--- config.mk ---
export PLATFORM = sky130hd
export DESIGN_NAME = mdb_unit
export DESIGN_NICKNAME = d
export VERILOG_FILES = /design/src/rtl/mdb_pkg.sv /design/src/rtl/mdb_msg_bank.sv /design/src/rtl/mdb_doorbell.sv /design/src/rtl/mdb_evt_status.sv /design/src/rtl/mdb_unit.sv
export SDC_FILE = /design/constraint.sdc
export NUM_CORES = 1
export LEC_CHECK = 0
export BUFFER_PORTS_ARGS = -buffer_cell sky130_fd_sc_hd__buf_2
export CAP_MARGIN = 20
export CORE_MARGIN = 2
export CORE_UTILIZATION = 40
export CTS_CLUSTER_SIZE = 8
export DETAILED_ROUTE_END_ITERATION = 12
export PLACE_DENSITY_LB_ADDON = 0.15
export SLEW_MARGIN = 20
export SYNTH_ARGS = -nofsm -noshare
export SYNTH_HDL_FRONTEND = slang
export SYNTH_SLANG_ARGS = --single-unit
--- constraint.sdc ---
create_clock -name clk -period 4.2 [get_ports clk]
set_input_delay 0.21 -clock clk [delete_from_list [all_inputs] [get_ports clk]]
set_output_delay 0.21 -clock clk [all_outputs]
set_load 0.005 [all_outputs]
--- src/rtl/mdb_pkg.sv ---
// Shared constants for the mailbox/doorbell unit: register offsets,
// status bit positions and implemented-bit masks.
package mdb_pkg;
    localparam int DW      = 32;
    localparam int ADDR_W  = 12;
    localparam int NUM_MSG = 2;
    localparam int STAT_W  = 9;

    localparam logic [ADDR_W-1:0] OFS_OUT_STAT = 12'h030;
    localparam logic [ADDR_W-1:0] OFS_OUT_MASK = 12'h034;
    localparam logic [ADDR_W-1:0] OFS_IN_MSG   = 12'h050;
    localparam logic [ADDR_W-1:0] OFS_OUT_MSG  = 12'h058;
    localparam logic [ADDR_W-1:0] OFS_OUT_DB   = 12'h060;
    localparam logic [ADDR_W-1:0] OFS_IN_DB    = 12'h068;
    localparam logic [ADDR_W-1:0] OFS_IN_STAT  = 12'h100;
    localparam logic [ADDR_W-1:0] OFS_IN_MASK  = 12'h104;

    localparam int B_DB      = 3;
    localparam int B_MCHK    = 4;
    localparam int B_POST    = 5;
    localparam int B_IPOVF   = 7;
    localparam int B_OFOVF   = 8;
    localparam int MCHK_WBIT = DW - 1;

    localparam logic [STAT_W-1:0] OUT_IMPL = 9'h02B;
    localparam logic [STAT_W-1:0] IN_IMPL  = 9'h1BB;
endpackage

--- src/rtl/mdb_msg_bank.sv ---
// Bank of NUM message registers, one write enable per register.
// Assumes at most one enable is active per cycle (single access port).
module mdb_msg_bank #(
    parameter int NUM = 2,
    parameter int W   = 32
) (
    input  logic                  clk,
    input  logic                  rst_n,
    input  logic [NUM-1:0]        wr_en,
    input  logic [W-1:0]          wdata,
    output logic [NUM-1:0][W-1:0] msg
);
    for (genvar i = 0; i < NUM; i++) begin : g_reg
        // Hold message i; load it on its write enable.
        always_ff @(posedge clk) begin
            if (!rst_n)        msg[i] <= '0;
            else if (wr_en[i]) msg[i] <= wdata;
        end
    end
endmodule

--- src/rtl/mdb_doorbell.sv ---
// Doorbell register: writes OR bits in, an owner read clears it.
// Assumes a write and a clearing read never share a cycle (single port).
module mdb_doorbell #(
    parameter int W = 32
) (
    input  logic         clk,
    input  logic         rst_n,
    input  logic         wr_en,
    input  logic [W-1:0] wdata,
    input  logic         rd_clr,
    output logic [W-1:0] db
);
    // Accumulate written bits; clear on read.
    always_ff @(posedge clk) begin
        if (!rst_n)      db <= '0;
        else if (rd_clr) db <= '0;
        else if (wr_en)  db <= db | wdata;
    end
endmodule

--- src/rtl/mdb_evt_status.sv ---
// Event status and enable mask for one direction, plus its interrupt.
// Only bits set in IMPL exist; a set in the same cycle as a clearing read wins.
module mdb_evt_status #(
    parameter int            W    = 9,
    parameter logic [W-1:0]  IMPL = '1
) (
    input  logic         clk,
    input  logic         rst_n,
    input  logic [W-1:0] set,
    input  logic         rd_clr,
    input  logic         mask_wr,
    input  logic [W-1:0] mask_wdata,
    output logic [W-1:0] stat,
    output logic [W-1:0] mask,
    output logic         irq
);
    // Sticky status bits, cleared by read, set events take priority.
    always_ff @(posedge clk) begin
        if (!rst_n) stat <= '0;
        else        stat <= (rd_clr ? '0 : stat) | (set & IMPL);
    end

    // Enable mask, keeping implemented bits only.
    always_ff @(posedge clk) begin
        if (!rst_n)       mask <= '0;
        else if (mask_wr) mask <= mask_wdata & IMPL;
    end

    // Interrupt is any enabled pending event.
    always_comb irq = |(stat & mask);
endmodule

--- src/rtl/mdb_unit.sv ---
// Mailbox and doorbell interrupt unit top: decodes single-cycle accesses
// tagged by side, owns inbound (local-read) and outbound (remote-read)
// registers, and drives one interrupt toward each side.
// Assumes at most one access per cycle; read data is combinational.
module mdb_unit
    import mdb_pkg::*;
(
    input  logic              clk,
    input  logic              rst_n,
    input  logic              acc_en,
    input  logic              acc_wr,
    input  logic              acc_remote,
    input  logic [ADDR_W-1:0] acc_addr,
    input  logic [DW-1:0]     acc_wdata,
    output logic [DW-1:0]     acc_rdata,
    input  logic              ev_out_post_ne,
    input  logic              ev_in_post,
    input  logic              ev_in_post_ovf,
    input  logic              ev_out_free_ovf,
    output logic              irq_local,
    output logic              irq_remote
);
    localparam int PAD = DW - STAT_W;

    logic loc_wr, loc_rd, rem_wr, rem_rd;
    logic [NUM_MSG-1:0]        in_msg_wr, out_msg_wr, in_msg_hit, out_msg_hit;
    logic [NUM_MSG-1:0][DW-1:0] in_msg, out_msg;
    logic [DW-1:0]     in_db, out_db;
    logic [STAT_W-1:0] in_set, out_set, in_stat, out_stat, in_mask, out_mask;
    logic in_db_wr, out_db_wr, in_db_clr, out_db_clr;
    logic in_stat_clr, out_stat_clr, in_mask_wr, out_mask_wr;

    // Split the access by side and direction.
    always_comb begin
        loc_wr = acc_en && !acc_remote && acc_wr;
        loc_rd = acc_en && !acc_remote && !acc_wr;
        rem_wr = acc_en && acc_remote && acc_wr;
        rem_rd = acc_en && acc_remote && !acc_wr;
    end

    // Message offset hits, one per register.
    always_comb begin
        for (int i = 0; i < NUM_MSG; i++) begin
            in_msg_hit[i]  = acc_addr == ADDR_W'(OFS_IN_MSG + 4 * i);
            out_msg_hit[i] = acc_addr == ADDR_W'(OFS_OUT_MSG + 4 * i);
        end
        in_msg_wr  = rem_wr ? in_msg_hit : '0;
        out_msg_wr = loc_wr ? out_msg_hit : '0;
    end

    // Doorbell, status and mask controls; only the owning side acts.
    always_comb begin
        in_db_wr     = rem_wr && acc_addr == OFS_IN_DB;
        out_db_wr    = loc_wr && acc_addr == OFS_OUT_DB;
        in_db_clr    = loc_rd && acc_addr == OFS_IN_DB;
        out_db_clr   = rem_rd && acc_addr == OFS_OUT_DB;
        in_stat_clr  = loc_rd && acc_addr == OFS_IN_STAT;
        out_stat_clr = rem_rd && acc_addr == OFS_OUT_STAT;
        in_mask_wr   = loc_wr && acc_addr == OFS_IN_MASK;
        out_mask_wr  = rem_wr && acc_addr == OFS_OUT_MASK;
    end

    // Collect the set events for each direction.
    always_comb begin
        in_set  = '0;
        out_set = '0;
        in_set[NUM_MSG-1:0]  = in_msg_wr;
        out_set[NUM_MSG-1:0] = out_msg_wr;
        in_set[B_DB]    = in_db_wr && (|acc_wdata[MCHK_WBIT-1:0]);
        in_set[B_MCHK]  = in_db_wr && acc_wdata[MCHK_WBIT];
        in_set[B_POST]  = ev_in_post;
        in_set[B_IPOVF] = ev_in_post_ovf;
        in_set[B_OFOVF] = ev_out_free_ovf;
        out_set[B_DB]   = out_db_wr && (|acc_wdata);
        out_set[B_POST] = ev_out_post_ne;
    end

    mdb_msg_bank #(.NUM(NUM_MSG), .W(DW)) u_in_msg (
        .clk(clk), .rst_n(rst_n), .wr_en(in_msg_wr), .wdata(acc_wdata), .msg(in_msg));
    mdb_msg_bank #(.NUM(NUM_MSG), .W(DW)) u_out_msg (
        .clk(clk), .rst_n(rst_n), .wr_en(out_msg_wr), .wdata(acc_wdata), .msg(out_msg));

    mdb_doorbell #(.W(DW)) u_in_db (
        .clk(clk), .rst_n(rst_n), .wr_en(in_db_wr), .wdata(acc_wdata),
        .rd_clr(in_db_clr), .db(in_db));
    mdb_doorbell #(.W(DW)) u_out_db (
        .clk(clk), .rst_n(rst_n), .wr_en(out_db_wr), .wdata(acc_wdata),
        .rd_clr(out_db_clr), .db(out_db));

    mdb_evt_status #(.W(STAT_W), .IMPL(IN_IMPL)) u_in_stat (
        .clk(clk), .rst_n(rst_n), .set(in_set), .rd_clr(in_stat_clr),
        .mask_wr(in_mask_wr), .mask_wdata(acc_wdata[STAT_W-1:0]),
        .stat(in_stat), .mask(in_mask), .irq(irq_local));
    mdb_evt_status #(.W(STAT_W), .IMPL(OUT_IMPL)) u_out_stat (
        .clk(clk), .rst_n(rst_n), .set(out_set), .rd_clr(out_stat_clr),
        .mask_wr(out_mask_wr), .mask_wdata(acc_wdata[STAT_W-1:0]),
        .stat(out_stat), .mask(out_mask), .irq(irq_remote));

    // Read mux: each side sees only the registers it owns.
    always_comb begin
        acc_rdata = '0;
        if (loc_rd) begin
            for (int i = 0; i < NUM_MSG; i++)
                if (in_msg_hit[i]) acc_rdata = in_msg[i];
            if (acc_addr == OFS_IN_DB)   acc_rdata = in_db;
            if (acc_addr == OFS_IN_STAT) acc_rdata = {{PAD{1'b0}}, in_stat & in_mask};
            if (acc_addr == OFS_IN_MASK) acc_rdata = {{PAD{1'b0}}, in_mask};
        end else if (rem_rd) begin
            for (int i = 0; i < NUM_MSG; i++)
                if (out_msg_hit[i]) acc_rdata = out_msg[i];
            if (acc_addr == OFS_OUT_DB)   acc_rdata = out_db;
            if (acc_addr == OFS_OUT_STAT) acc_rdata = {{PAD{1'b0}}, out_stat & out_mask};
            if (acc_addr == OFS_OUT_MASK) acc_rdata = {{PAD{1'b0}}, out_mask};
        end
    end
endmodule

-- After elaboration in Yosys (flattened, before gate mapping)
Index checks and enable logic that the tools add are counted.
- reductions and logical operators: 25
- muxes and demuxes: 16
- bitwise logic cells: 7
- eq/ne operators: 10
- operators with widths (cell ; number):
    $mux W32 ; 12
    $eq A12 B7 Y1 const B ; 6
    $or A32 B32 Y32 ; 2
    $reduce_or A32 Y1 ; 1
    $reduce_or A31 Y1 ; 1
    $eq A12 B6 Y1 const B ; 2
    $eq A12 B9 Y1 const B ; 2
    $mux W9 ; 2
    $reduce_or A9 Y1 ; 2
    $logic_and A1 B1 Y1 ; 17
    $and A9 B6 Y9 ; 1
    $and A9 B9 Y9 ; 1
    $or A9 B6 Y9 ; 1
    $or A9 B9 Y9 ; 1
    $mux W2 ; 2
    $reduce_or A2 Y1 ; 2
    $logic_not A1 Y1 ; 2
    $not A1 Y1 ; 1
- output and inout bits: 34
- word-level logic and storage cells: 68
- bits in registers: 221

-- Longest topological paths before layout
- depth after elaboration: 8
- gate-level depth with buffers: 9
- depth with buffers taken out: 5

-- Modules after synthesis
Synthesis repeated with hierarchy kept, for this count alone.
- cells, all modules: 1107
- area, all modules: 10451.3 sq um
- by module, submodules not included (module ; sequential area each (sq um) ; cells an instance ; instances ; area an instance (sq um)):
    mdb_msg_bank ; 1281.2 ; 207 ; 2 ; 2492.4
    mdb_unit ; 0.0 ; 395 ; 1 ; 2534.9
    mdb_doorbell ; 640.6 ; 103 ; 2 ; 985.9
    mdb_evt_status at u_in_stat ; 280.3 ; 53 ; 1 ; 570.5
    mdb_evt_status at u_out_stat ; 160.2 ; 39 ; 1 ; 389.1

-- Least setup slack after synthesis
OpenSTA, ideal clock, no wires.
- path kind: input to output
- from: input port acc_addr[7]
- to: output port acc_rdata[11]
- arrival time: 1.945 ns
- buffers on the path: 2
- stages on the path: 7
- setup slack: 2.045 ns
- cells stage by stage: or4_1 buf_2 nor4b_2 clkbuf_1 a221oi_1 a211o_1 o21ai_1
- longest elaborated chain between the ends: 8
- elaborated cells on any way between the ends: 22
- those cells by class: eq/ne: 10; mux: 12
- RTL lines (item ; RTL line ; source):
    start, declared ; mdb_unit.sv:13 ; input logic [ADDR_W-1:0] acc_addr,
    $eq A12 B7 Y1 ; mdb_unit.sv:45 ; out_msg_hit[i] = acc_addr == ADDR_W'(OFS_OUT_MSG + 4 * i);
    $mux W32 (2 in a row) ; mdb_unit.sv:110 ; if (out_msg_hit[i]) acc_rdata = out_msg[i];
    $mux W32 ; mdb_unit.sv:111 ; if (acc_addr == OFS_OUT_DB) acc_rdata = out_db;
    $mux W32 ; mdb_unit.sv:112 ; if (acc_addr == OFS_OUT_STAT) acc_rdata = {{PAD{1'b0}}, out_stat & out_mask};
    $mux W32 ; mdb_unit.sv:113 ; if (acc_addr == OFS_OUT_MASK) acc_rdata = {{PAD{1'b0}}, out_mask};
    $mux W32 ; mdb_unit.sv:108 ; end else if (rem_rd) begin
    $mux W32 (*) ; mdb_unit.sv:102 ; if (loc_rd) begin
    end, declared ; mdb_unit.sv:15 ; output logic [DW-1:0] acc_rdata,
Mark *: on every way between the ends. The rest lies on a longest branch, timed or not.

-- Worst setup path after layout
- from: input port acc_addr[7]
- to: output port acc_rdata[16]
Same word-level chain as after synthesis.

==> reports/qor_table.md <==
| Stage | Parameter | Reported |
|:---|:---|:---|
| outcome | Status | completed |
| die | Starting utilization of the core area | 40.4% |
| synth | Synth unique cells | 55 |
| timing | Final period utilization | 75.5% |
| placed design | HPWL Detailed | 20000 µm |
| route | Drt via density | 5.78 |
| power and ir drop | Peak VDD IR | 0.297 mV |
| critical path | CP endpoint kind | output port |
| die | Chip Height | 160 µm |
| global routing | Number of global-route vias before repair | 8861 |
| worst hold path | Startpoint of the lowest-slack hold path | acc_wdata[6] |
| power and ir drop | Leakage power summed over all cells | 3.94 nW |
| timing | Unrepaired setup endpoints after global routing | no |
| critical path | Start point of the critical path | acc_addr[7] |
| clock network | Skew-Pair Late Insertion Delay | 0.54 ns |
| clock network | Clock tree from TritonCTS | done |
| die | Area inside the core boundary | 0.0242 mm² |
| clock network | Number of levels the H-tree was split into | 1 |
| die | # IOs | 87 |
| clock network | Clock-pin slew on the worst setup and hold paths | 0.05 ns |
| finish | Fin nets | 1313 |
| finish | Cell area after layout | 0.0114 mm² |
| route | Mean routed wirelength per cell | 20.7 µm |
| synth | Number of standard cells after synthesis | 1199 |
| timing | Period minus WS final | 3.17 ns |
| clock network | Number of buffers on the longest clock path | 3 |
| route | Total via count after detailed routing | 9162 |
| synth | Async S/R FF share, synth | 0% |
| critical path | Critical Path Source Type | input pin |
| power and ir drop | Power density over the cells | 382 mW/mm² |
| global routing | Total global routing overflow | 0 |
| timing | Hold violation total from the final report | 0 |
| finish | Most common cell after layout, fill and taps aside | sky130_fd_sc_hd__nand2_1 |
| critical path | FF-to-FF End | u_out_msg.msg[46] |
| synth | Synthesized area divided by synthesized cell count | 8.15 µm² |
| global routing | Pin count of the biggest net entering global routing | 117 |
| job | Max Cap Violations | 0 |
| worst hold path | Depth of the worst hold-timing path | 3 |
| global routing | Antenna violations before repair | 0 |
| clock network | Total CTS buffers | 30 |
| route | Total detailed-routing wirelength | 32800 µm |
| placed design | Placed inst area | 0.0103 mm² |
| critical path | Type of the setup path with the least slack | input pin to output port |
| route | Number of remaining DRC errors | 0 |
| finish | Antenna Diode Count | 0 |
| critical path | Worst r2r path cells | 2 |
| worst hold path | Worst min path class | input pin to flop |
| synth | Synth warn | 0 |
| route | Detailed router's first-iteration violation count | 860 |
| synth | Synthesis-stage register bit count | 214 |
| critical path | Reg-to-reg critical path startpoint | u_out_msg.msg[46] |
| timing | Final count of pins violating max slew | 0 |
| critical path | Data arrival, critical path | 2.96 ns |
| die | Die Outline Area | 0.0257 mm² |
| timing | Maximum clock rate | 0.315 GHz |
| critical path | Data required time of the worst path | 3.99 ns |
| synth | Number of synthesized flops with an enable pin | 0 |
| synth | Summed instance area of the synthesized netlist | 0.00977 mm² |
| timing | Slew at the pin closest to its max-slew limit | 1.13 ns |
| synth | Number of nets in the synthesized netlist | 1252 |
| route | Count of nets left with antenna violations after detail routing | 0 |
| critical path | Worst reg-to-reg setup slack | 3.50 ns |
| critical path | Maximum fanout count along the critical path | 20 |
| synth | Cell type contributing the most total cell area after synthesis | sky130_fd_sc_hd__dfxtp_1 |
| clock network | Sink Count | 214 |
| timing | Final total negative setup slack | 0 ns |
| die | Placement row count | 57 |
| synth | Top cells by area in the synthesized netlist | sky130_fd_sc_hd__dfxtp_1 (44%), sky130_fd_sc_hd__nand2_1 (11%), sky130_fd_sc_hd__a21boi_1 (6.7%), sky130_fd_sc_hd__a221oi_1 (4.9%), sky130_fd_sc_hd__a21oi_1 (3.9%) |
| synth | Share of Yosys cell area claimed by the top area cell type | 43.8% |
| global routing | Wire length of the first global-routing pass | 51100 µm |
| finish | Layout overhead on the synthesized area | 16.7% |
| synth | Ys flop type | sky130_fd_sc_hd__dfxtp_1 |
| die | X dimension of the die | 160 µm |
| timing | Rel. slew slack | 24.6% |
| placed design | Final weighted congestion in routability-driven placement | 0.858 |
| timing | Final setup viols | 0 |
| worst hold path | WHS Endpoint | u_in_msg.msg[38] |
| placed design | Port Buffers | 86 |
| synth | Share of synthesized area occupied by flip-flops and latches | 43.8% |
| clock network | Number of buffers added for setup after CTS | 0 |
| power and ir drop | Overall power consumption | 0.00436 W |
| clock network | Number of hold buffers added after cts | 28 |
| global routing | Global-route total usage across every layer | 25.0% |
| clock network | CTS resizes | 0 |
| finish | Commonest cells after routing, fill and taps aside | sky130_fd_sc_hd__nand2_1 (280), sky130_fd_sc_hd__dfxtp_1 (214), sky130_fd_sc_hd__a21boi_1 (87) |
| timing | Final worst clock skew | 0 ns |
| finish | Layout cells sized above 1 | 12.1% |
| clock network | Root buf cell | sky130_fd_sc_hd__clkbuf_16 |
| route | Initial DRT Pass Iterations | 5 |
metal layers:
layer	wire (µm)	global-route usage [%]
met4	952	7.53
met5	0	0
met1	15000	34.0
met2	14900	41.0
met3	2030	4.11
cell usage after synthesis (24+ instances only):
| cell type | instances |
|---|---|
| sky130_fd_sc_hd__nand2_1 | 280 |
| sky130_fd_sc_hd__dfxtp_1 | 214 |
| sky130_fd_sc_hd__a21boi_1 | 87 |
| sky130_fd_sc_hd__a21oi_1 | 76 |
| sky130_fd_sc_hd__nor2_1 | 72 |
| sky130_fd_sc_hd__o21ai_0 | 66 |
| sky130_fd_sc_hd__clkbuf_1 | 63 |
| sky130_fd_sc_hd__a221oi_1 | 55 |
| sky130_fd_sc_hd__a21boi_0 | 42 |
| sky130_fd_sc_hd__a211o_1 | 31 |
| sky130_fd_sc_hd__buf_2 | 31 |
| sky130_fd_sc_hd__o21ai_1 | 24 |
area by class of cell:
cell class | instances | area [µm²]
Inverter | 2 | 7.51
Clock buffer | 32 | 758
Sequential cell | 214 | 4280
Tap cell | 324 | 405
Fill cell | 2397 | 12800
Multi-Input combinational cell | 873 | 5000
Timing Repair Buffer | 139 | 913
Clock inverter | 1 | 30.0
report_power, final:
| part | total, W | switching, W | internal, W |
|---|---|---|---|
| Sequential | 0.00204 | 0.00000263 | 0.00204 |
| Combinational | 0.000210 | 0.000136 | 0.0000739 |
| Clock | 0.00211 | 0.000855 | 0.00125 |
sequential cells by signal, indices dropped and copies added (netlist names):
name             flops
u_in_msg.msg        64
u_out_msg.msg       64
u_in_db.db          32
u_out_db.db         32
u_in_stat.mask       7
u_in_stat.stat       7
u_out_stat.mask      4
u_out_stat.stat      4
metrics by stage:
step                      hold slack [ns]  std cells  setup WS, ns  utilization, %
final                              0.0164       1585          1.03            47.2
after global placement              0.440       1524          1.04            42.7
after floorplan                     0.345       1199          2.05               -
after CTS                         0.00404       1585          1.01            47.2
after detailed placement            0.446       1524          1.03            42.7
after global routing               0.0227       1585         0.863            47.2
critical path, stage by stage:
cell and delay (ns):
sky130_fd_sc_hd__buf_2 0.11, sky130_fd_sc_hd__or4_1 0.79, sky130_fd_sc_hd__nor4_4 0.77, sky130_fd_sc_hd__buf_4 0.41
sky130_fd_sc_hd__a221oi_1 0.12, sky130_fd_sc_hd__a211o_1 0.28, sky130_fd_sc_hd__o21ai_1 0.10, sky130_fd_sc_hd__buf_2 0.14
how the worst max path moves through the flow:
stage	to	slack (ns)	depth (start not counted)
global route	acc_rdata[23]	0.86	8
detailed placement	acc_rdata[29]	1.03	8
CTS	acc_rdata[28]	1.01	8
global placement	acc_rdata[30]	1.04	8
finish	acc_rdata[16]	1.03	8
floorplan	acc_rdata[11]	2.05	7
cells by family after synthesis:
kind of cell,after synthesis,synth area share (%)
AND/OR/NAND/NOR,446,20.6
flip-flops,214,43.8
AO/OA/AOI/OAI,416,29.2
multiplexers,11,1.13
buffers and inverters,112,5.21
No activity file was read; power rests on OpenSTA's default activity.
